===== src/rtl/wdog_pkg.sv =====
// Shared types and codes for the two-stage watchdog core.
package wdog_pkg;

    typedef enum logic {
        STG_ONE = 1'b0,
        STG_TWO = 1'b1
    } wdog_stage_e;

    localparam logic [1:0] ACT_IRQ = 2'd0;
    localparam logic [1:0] ACT_SMI = 2'd2;

endpackage


===== src/rtl/wdog_counter.sv =====
// Down-counter for one watchdog stage.
// Loads (preload << shift) - 1 and decrements to zero, where it stays.
// A preload of zero loads 0, so that stage lasts one cycle.
// Assumes that load and clear are never high in the same cycle.
module wdog_counter #(
    parameter int PRELOAD_W  = 20,
    parameter int SLOW_SHIFT = 15,
    parameter int FAST_SHIFT = 5
) (
    input  logic                 clk,
    input  logic                 rst_n,
    input  logic                 load,
    input  logic                 clear,
    input  logic [PRELOAD_W-1:0] preload,
    input  logic                 fast_sel,
    output logic                 at_zero
);
    localparam int MAX_SHIFT = (SLOW_SHIFT > FAST_SHIFT) ? SLOW_SHIFT : FAST_SHIFT;
    localparam int CNT_W     = PRELOAD_W + MAX_SHIFT + 1;

    logic [CNT_W-1:0] cnt;
    logic [CNT_W-1:0] span;

    // Scaled stage length in reference cycles.
    always_comb begin
        if (fast_sel) span = CNT_W'(preload) << FAST_SHIFT;
        else          span = CNT_W'(preload) << SLOW_SHIFT;
    end

    // Load, clear or step the countdown.
    always_ff @(posedge clk) begin
        if (!rst_n)              cnt <= '0;
        else if (load)           cnt <= (span == '0) ? '0 : span - 1'b1;
        else if (clear)          cnt <= '0;
        else if (cnt != '0)      cnt <= cnt - 1'b1;
    end

    assign at_zero = (cnt == '0);
endmodule


===== src/rtl/wdog_ctrl.sv =====
// Stage sequencer for the watchdog.
// Tracks enable edges, the armed and running state and the current stage.
// Decides when the counter loads and which expiry action fires.
// Assumes at_zero comes from a counter that this block loads.
module wdog_ctrl
    import wdog_pkg::*;
(
    input  logic       clk,
    input  logic       rst_n,
    input  logic       en,
    input  logic       ping,
    input  logic       at_zero,
    input  logic [1:0] irq_type,
    input  logic       reboot_en,
    input  logic       free_run,
    output logic       load,
    output logic       sel_two,
    output logic       clear,
    output logic       irq_p,
    output logic       smi_p,
    output logic       rst_p
);
    logic        en_q;
    logic        armed;
    logic        running;
    wdog_stage_e stage;

    logic start, expire, exp_one, exp_two, rerun;

    // Decode the events of this cycle.
    always_comb begin
        start   = (en & ~en_q) | (ping & en & armed);
        expire  = en & running & at_zero & ~start;
        exp_one = expire & (stage == STG_ONE);
        exp_two = expire & (stage == STG_TWO);
        rerun   = exp_two & ~reboot_en & free_run;
        load    = start | exp_one | rerun;
        sel_two = exp_one;
        clear   = ~en | (exp_two & ~rerun);
        irq_p   = exp_one & (irq_type == ACT_IRQ);
        smi_p   = exp_one & (irq_type == ACT_SMI);
        rst_p   = exp_two & reboot_en;
    end

    // Advance the enable history and the stage state.
    always_ff @(posedge clk) begin
        if (!rst_n) begin
            en_q    <= 1'b0;
            armed   <= 1'b0;
            running <= 1'b0;
            stage   <= STG_ONE;
        end else begin
            en_q <= en;
            if (!en) begin
                armed   <= 1'b0;
                running <= 1'b0;
                stage   <= STG_ONE;
            end else if (start) begin
                armed   <= 1'b1;
                running <= 1'b1;
                stage   <= STG_ONE;
            end else if (exp_one) begin
                stage   <= STG_TWO;
            end else if (exp_two) begin
                stage   <= STG_ONE;
                running <= rerun;
                if (reboot_en) armed <= 1'b0;
            end
        end
    end
endmodule


===== src/rtl/wdog_flag.sv =====
// Sticky flag recording a watchdog-caused reset.
// Only the power-up reset or an explicit clear lowers it; a set wins over a clear.
module wdog_flag (
    input  logic clk,
    input  logic por_n,
    input  logic set,
    input  logic clr,
    output logic flag
);
    // Hold the flag across device resets.
    always_ff @(posedge clk) begin
        if (!por_n)   flag <= 1'b0;
        else if (set) flag <= 1'b1;
        else if (clr) flag <= 1'b0;
    end
endmodule


===== src/rtl/wdog_two_stage.sv =====
// Two-stage watchdog core: the sequencer, the counter and the sticky flag.
// Assumes clk is the 33 MHz reference and that every input is synchronous to it.
module wdog_two_stage #(
    parameter int PRELOAD_W  = 20,
    parameter int SLOW_SHIFT = 15,
    parameter int FAST_SHIFT = 5
) (
    input  logic                 clk,
    input  logic                 rst_n,
    input  logic                 por_n,
    input  logic                 en,
    input  logic                 ping,
    input  logic                 flag_clr,
    input  logic [PRELOAD_W-1:0] pre_one,
    input  logic [PRELOAD_W-1:0] pre_two,
    input  logic                 fast_sel,
    input  logic [1:0]           irq_type,
    input  logic                 reboot_en,
    input  logic                 free_run,
    output logic                 irq_pulse,
    output logic                 smi_pulse,
    output logic                 reset_req,
    output logic                 reboot_flag
);
    logic                 load, sel_two, clear, at_zero, rst_p;
    logic [PRELOAD_W-1:0] preload;

    // Pick the preload for the stage being loaded.
    assign preload = sel_two ? pre_two : pre_one;

    wdog_ctrl u_ctrl (
        .clk       (clk),
        .rst_n     (rst_n),
        .en        (en),
        .ping      (ping),
        .at_zero   (at_zero),
        .irq_type  (irq_type),
        .reboot_en (reboot_en),
        .free_run  (free_run),
        .load      (load),
        .sel_two   (sel_two),
        .clear     (clear),
        .irq_p     (irq_pulse),
        .smi_p     (smi_pulse),
        .rst_p     (rst_p)
    );

    wdog_counter #(
        .PRELOAD_W  (PRELOAD_W),
        .SLOW_SHIFT (SLOW_SHIFT),
        .FAST_SHIFT (FAST_SHIFT)
    ) u_cnt (
        .clk      (clk),
        .rst_n    (rst_n),
        .load     (load),
        .clear    (clear),
        .preload  (preload),
        .fast_sel (fast_sel),
        .at_zero  (at_zero)
    );

    assign reset_req = rst_p;

    wdog_flag u_flag (
        .clk   (clk),
        .por_n (por_n),
        .set   (rst_p & rst_n),
        .clr   (flag_clr),
        .flag  (reboot_flag)
    );
endmodule


===== config.mk =====
export PLATFORM = sky130hd
export DESIGN_NAME = wdog_two_stage
export DESIGN_NICKNAME = d
export VERILOG_FILES = /design/src/rtl/wdog_pkg.sv /design/src/rtl/wdog_counter.sv /design/src/rtl/wdog_ctrl.sv /design/src/rtl/wdog_flag.sv /design/src/rtl/wdog_two_stage.sv
export SDC_FILE = /design/constraint.sdc
export NUM_CORES = 1
export LEC_CHECK = 0
export ABC_AREA = 1
export BUFFER_PORTS_ARGS = -buffer_cell sky130_fd_sc_hd__buf_2
export CORE_MARGIN = 3
export CORE_UTILIZATION = 54
export CTS_CLUSTER_DIAMETER = 30
export CTS_CLUSTER_SIZE = 40
export DETAILED_ROUTE_END_ITERATION = 8
export PLACE_DENSITY_LB_ADDON = 0.08
export RECOVER_POWER = 100
export SLEW_MARGIN = 40
export SYNTH_ARGS = -nofsm -noshare
export SYNTH_HDL_FRONTEND = slang
export SYNTH_SLANG_ARGS = --single-unit
export TNS_END_PERCENT = 20

===== constraint.sdc =====
create_clock -name clk -period 2.7 [get_ports clk]
set_clock_uncertainty 0.2 [all_clocks]
set_input_delay 0.54 -clock clk [delete_from_list [all_inputs] [get_ports clk]]
set_output_delay 0.54 -clock clk [all_outputs]
set_load 0.01 [all_outputs]

[Word-level counts from Yosys, hierarchy flattened]
Index checks and enable logic that the tools add are counted.
W data, S select, Z words.
Storage, ports and cells
  latch bits: 0
  memories: 0
  ROM bits: 0
  logic and storage cells: 66
  bits in writable memories: 0
  bits in registers: 41
  output and inout port bits: 4
Operators by class
  shifts and indexed selects: 0
  equality and inequality tests: 2
  mux-type cells: 17
  bitwise gates (word level): 26
  reduce and logical (&&, ||, !) cells: 13
  divide/modulo/power cells: 0
  add/sub/neg operators: 2
  $mul: 0
  $lt $le $gt $ge: 0
Operator list (number)
  $mux W36: 4
  $logic_not A36 Y1: 2
  $sub A36 B1 Y36 const B: 2
  $reduce_bool A36 Y1: 1
  $mux W35: 1
  $mux W20: 1
  $and A1 B1 Y1: 15
  $mux W1: 11
  $reduce_bool A2 Y1: 4
  $not A1 Y1: 7
  $or A1 B1 Y1: 4
  $reduce_and A2 Y1: 2
  $reduce_and A3 Y1: 1
  $reduce_bool A3 Y1: 1
  $reduce_or A3 Y1: 1
  $eq A2 B2 Y1 const B: 1
  $logic_not A2 Y1: 1
  $ne A2 B1 Y1 const B: 1

[Longest topological paths before layout]
  depth in word-level cells: 13
  mapped depth: 21

[Modules after synthesis]
Synthesis repeated with hierarchy kept, for this count alone.
Unflattened totals
  cell total of the unflattened synthesis: 774
  area, all modules: 4147.7 um2
By module, submodules not included
  wdog_counter: times used 1, area each 3583.4 um2, cells an instance 663
  wdog_two_stage: times used 1, area each 274.0 um2, cells an instance 67
  wdog_ctrl: times used 1, area each 246.5 um2, cells an instance 38
  wdog_flag: times used 1, area each 43.8 um2, cells an instance 6

[Worst setup path after synthesis]
Ideal clock, no wire load.
  path type: input -> register
  start point: input port ping
  end point: register u_cnt.cnt[17]
  stages on the path: 15
  slack: -0.142 ns
  data arrival time: 2.522 ns
  buffers on the path: 2
  required time: 2.380 ns
  path through: nand2_1 > nand2_1 > nor2_2 > buf_4 > nand4_2 > nand3_1 > ha_1 > nand3_1 > nor2_1 > nand2_2 > nor2_4 > nor2_8 > buf_6 > o21ai_2 > a21oi_2
On the way
  cells in the longest elaborated chain, start to end: 13
  elaborated cells on any way between the ends: 22
  those cells by class: add/sub (1); mux (5); bitwise (14); reduce/logical (2)
RTL lines
  from (decl): line wdog_two_stage.sv:12  | input logic ping,
  $and A1 B1 Y1 (*) (2 in a row): line wdog_ctrl.sv:32  | start = (en & ~en_q) | (ping & en & armed);
  $or A1 B1 Y1 (*): line wdog_ctrl.sv:32
  branches (longest 10 deep; another with $sub A36 B1 Y36)
  to (signal assigned): line wdog_counter.sv:33  | else if (load) cnt <= (span == '0) ? '0 : span - 1'b1;
  to (signal assigned): line wdog_counter.sv:35  | else if (cnt != '0) cnt <= cnt - 1'b1;
  to (decl): line wdog_counter.sv:21  | logic [CNT_W-1:0] cnt;
Mark *: on every way between the ends.
A chain may end at the register's enable or synchronous reset.

[Worst setup path after layout]
  start point: register u_cnt.cnt[11]
  end point: register u_cnt.cnt[9]
On the way
  cells in the longest elaborated chain, start to end: 11
  elaborated cells on any way between the ends: 21
  those cells by class: add/sub (1); mux (5); bitwise (11); reduce/logical (4)
RTL lines
  branches (longest 11 deep; another with $sub A36 B1 Y36)
Parallel ways; which one is timed is not known.

==> impl_results.md <==
* Hold Crit Class: reg2reg
* Most frequent cells in the layout: buf_4 (188), nand2_1 (133), inv_1 (79)
* H-Tree Depth at 2
* Critical path startpoint category: flip-flop
* Drc violations at 0
* Antenna diodes at 0
* Total number of vias at 6859
* Tot GR Track Use at 36.6%
* Pwr dens at 335 nW/um^2
* Sequential area share after synthesis at roughly a fifth
* 1st-pass router iterations at 7
* Largest net degree at the start of global routing at 31
* Static Leak at 3.57 nW
* Top cells by area, synth: dfxtp_1 (19%), nand2_1 (17%), nor2_1 (7.8%)
* Flops & latches, synth at 41
* Pwr Total at 2.41 mW
* Worst-Skew Late Latency at 0.29 ns
* Top_reg_cell synth: dfxtp_1
* Detailed Route WL at 22.8 mm
* Inserted Clock Buffers at 5
* Reg area at 837 sq um
* CTS root buffer: clkbuf_8
* Placed insts at 1028
* XOR/XNOR Fraction of Synth Area at between 7 and 8%
* Setup TNS at -15.42 ns
* Fin area at just over 7000 sq um
* Count of pins over their slew limit at 0
* FILL cells at 293
* Post-Synth Simple-Gate Area at 53.0%
* Clock slew at reported path FFs at 0.08 ns
* Layout cells sized above 1 at 50.9%
* Final nets at 1033
* Worst Slack Setup Final at -0.644 ns
* EDFF count, synth at 0
* I/O pins at 55
* Slew at the pin closest to its max-slew limit at 0.783 ns
* Synthesized area at 4360 sq um
* Starting density of the core at 56.2%
* Fin. Hold Viols at 0
* GRT overflow at 0
* Compound-Gate Fraction of Synth Area at under 10%
* Cell variety after synth at 45
* Die area at between 9000 and 10000 sq um
* FFs w/ async S/R, synth at 0%
* VDD IR max at 0.279 mV
* Crit path kind: reg2reg
* Synthesis-to-layout area growth at 64.8%
* Vias in the first global route at 5670
* Row Count at 32
* CTS tree: built
* Failing checks: negative setup slack
* Ys Warns at 0
* Core area at 7770 sq um
* Top-area cell type share of the netlist area at 18.8%
* Syn nets at 789
* Status: complete, but fails checks
* Global-route wire length before repair at around 26 mm
* Initial antenna violation count at 0
* CP endpoint kind: flip-flop
* Height of the chip at 95.9 um
* Synth Area in Adders at less than 1%
* Maxcap violations at 0
* Min Clock Period, post-route at 3.34 ns
* GP Congestion at ~1.0
* Synthesized area per cell at 5.93 sq um
* CTS max path bufs at 2
* Post-synthesis mux area share at 0%
* Crit path DAT at 3.35 ns
* DP Worst Slack at -0.403 ns
* Peak fanout along the critical path at 24
* Slew Limit Headroom at a little under half
* Critical Path RT at 2.70 ns
* Via density at 6.34
* Placed cell areas at slightly below 6000 sq um
* Multi-input logic area at 3820 sq um
* # setup viols final at 39
* Post-cts hold buffer count at 0
* DIE WIDTH at 95.9 um
* DRT iter0 DRCs at 890
* I/O Buffers at 54
* Finished Layout Cells at 1082
* Max frequency at 299 MHz
* Wire per inst at 21.1 um
* Main combinational cell family by area after synthesis: simple AND/OR/NAND/NOR gates
* Crit share post-route at 124%
* Most common cell after layout, fill and taps aside: buf_4
* DP HPWL at 12.3 mm
* Unrepaired setup endpoints after global routing: yes
* Post-synthesis cell count at approximately 740
* Clock sink total at 41
* Leading area contributor after synthesis: dfxtp_1
* Antenna Violating Nets Remaining at 0
-- synthesized netlist by cell type (2+ instances only) --
cell type / number
ha_1: 3
nand3_2: 18
nand4_2: 5
a21oi_1: 30
buf_1: 2
nor2_8: 2
nand3_1: 59
inv_1: 83
inv_2: 10
or2_0: 2
dfxtp_1: 41
o31ai_1: 2
xor2_1: 20
nand2_2: 9
o21ai_0: 21
nand3b_1: 8
o21ai_2: 2
nor3_1: 14
xnor2_1: 16
buf_2: 8
nor2_4: 4
nor4_1: 5
nor2_2: 21
buf_6: 6
nor2_1: 91
o211ai_1: 3
nand2_1: 200
clkbuf_1: 5
or2_2: 2
nand4_1: 27
o21ai_1: 2
-- per-layer routing --
| metal | global-route usage, % | vias to the layer above | part of all wire, % |
|---|---|---|---|
| met5 | 0 | - | 0 |
| met3 | 4.77 | 271 | 13 |
| met4 | 17.3 | 0 | 10 |
| met1 | 43.8 | 3043 | 33 |
| met2 | 64.5 | 690 | 44 |
| li1 | - | 2855 | - |
-- sequential cells by signal, summed over array words and instances, names as in the netlist --
| name | flops |
|---|---|
| u_cnt.cnt | 36 |
| u_ctrl.armed | 1 |
| u_ctrl.en_q | 1 |
| u_ctrl.running | 1 |
| u_ctrl.stage | 1 |
| u_flag.flag | 1 |
-- kinds of logic after synthesis --
family          Yosys count
compound gates           66
xor+xnor                 36
fa+ha+maj                 3
buf+inv                 117
flops                    41
simple gates            472
-- worst max-delay path: stages (launching register included) --
cell and delay, ns:
dfxtp_2 0.34, nor2_2 0.16, nand2_2 0.09, nor2_4 0.17, buf_6 0.14, nand4_1 0.12, nor3_2 0.23, nand3b_1 0.18
nor2_2 0.16, nand3_1 0.12, nand2_1 0.08, nand2_1 0.13, inv_2 0.11, nand2_2 0.08, inv_2 0.09, buf_8 0.20
o21ai_0 0.33, a21oi_1 0.30
-- path summary, 6_finish.rpt --
kind	from	end	slack [ns]	depth (start not counted)
worst min register to register	u_ctrl.en_q	u_ctrl.armed	0.30	1
worst max-delay path	u_cnt.cnt[11]	u_cnt.cnt[9]	-0.64	17
worst max register to register	u_cnt.cnt[11]	u_cnt.cnt[9]	-0.64	17
worst min-delay path	u_ctrl.en_q	u_ctrl.armed	0.30	1
-- where the power goes --
part,internal (mW),switching [mW],total [mW]
clock,0.184,0.221,0.405
sequential,0.646,0.0386,0.684
combinational,0.583,0.738,1.32
-- through the flow --
stage | hold WS, ns | utilization (%)
detailed placement | 0.251 | 76.1
global route | 0.305 | 92.6
finish | 0.296 | 92.6
CTS | 0.270 | 83.3
floorplan | 0.227 | -
global placement | 0.251 | 76.1
-- cell type report --
type / count / share of cell area, %
clock buffers: 8 / 1.11
multi-input cells: 578 / 53.1
repair buffers: 259 / 27.4
well taps: 102 / 1.78
flip-flops and latches: 41 / 11.6
inverters: 94 / 4.94
-- what timing repair did --
item	CTS	global route
buffers inserted	24	19
gates resized for setup	78	148
pin swaps	28	63
cloned	2	1
setup endpoints to repair	39	39
No activity file was read; power rests on OpenSTA's default activity.
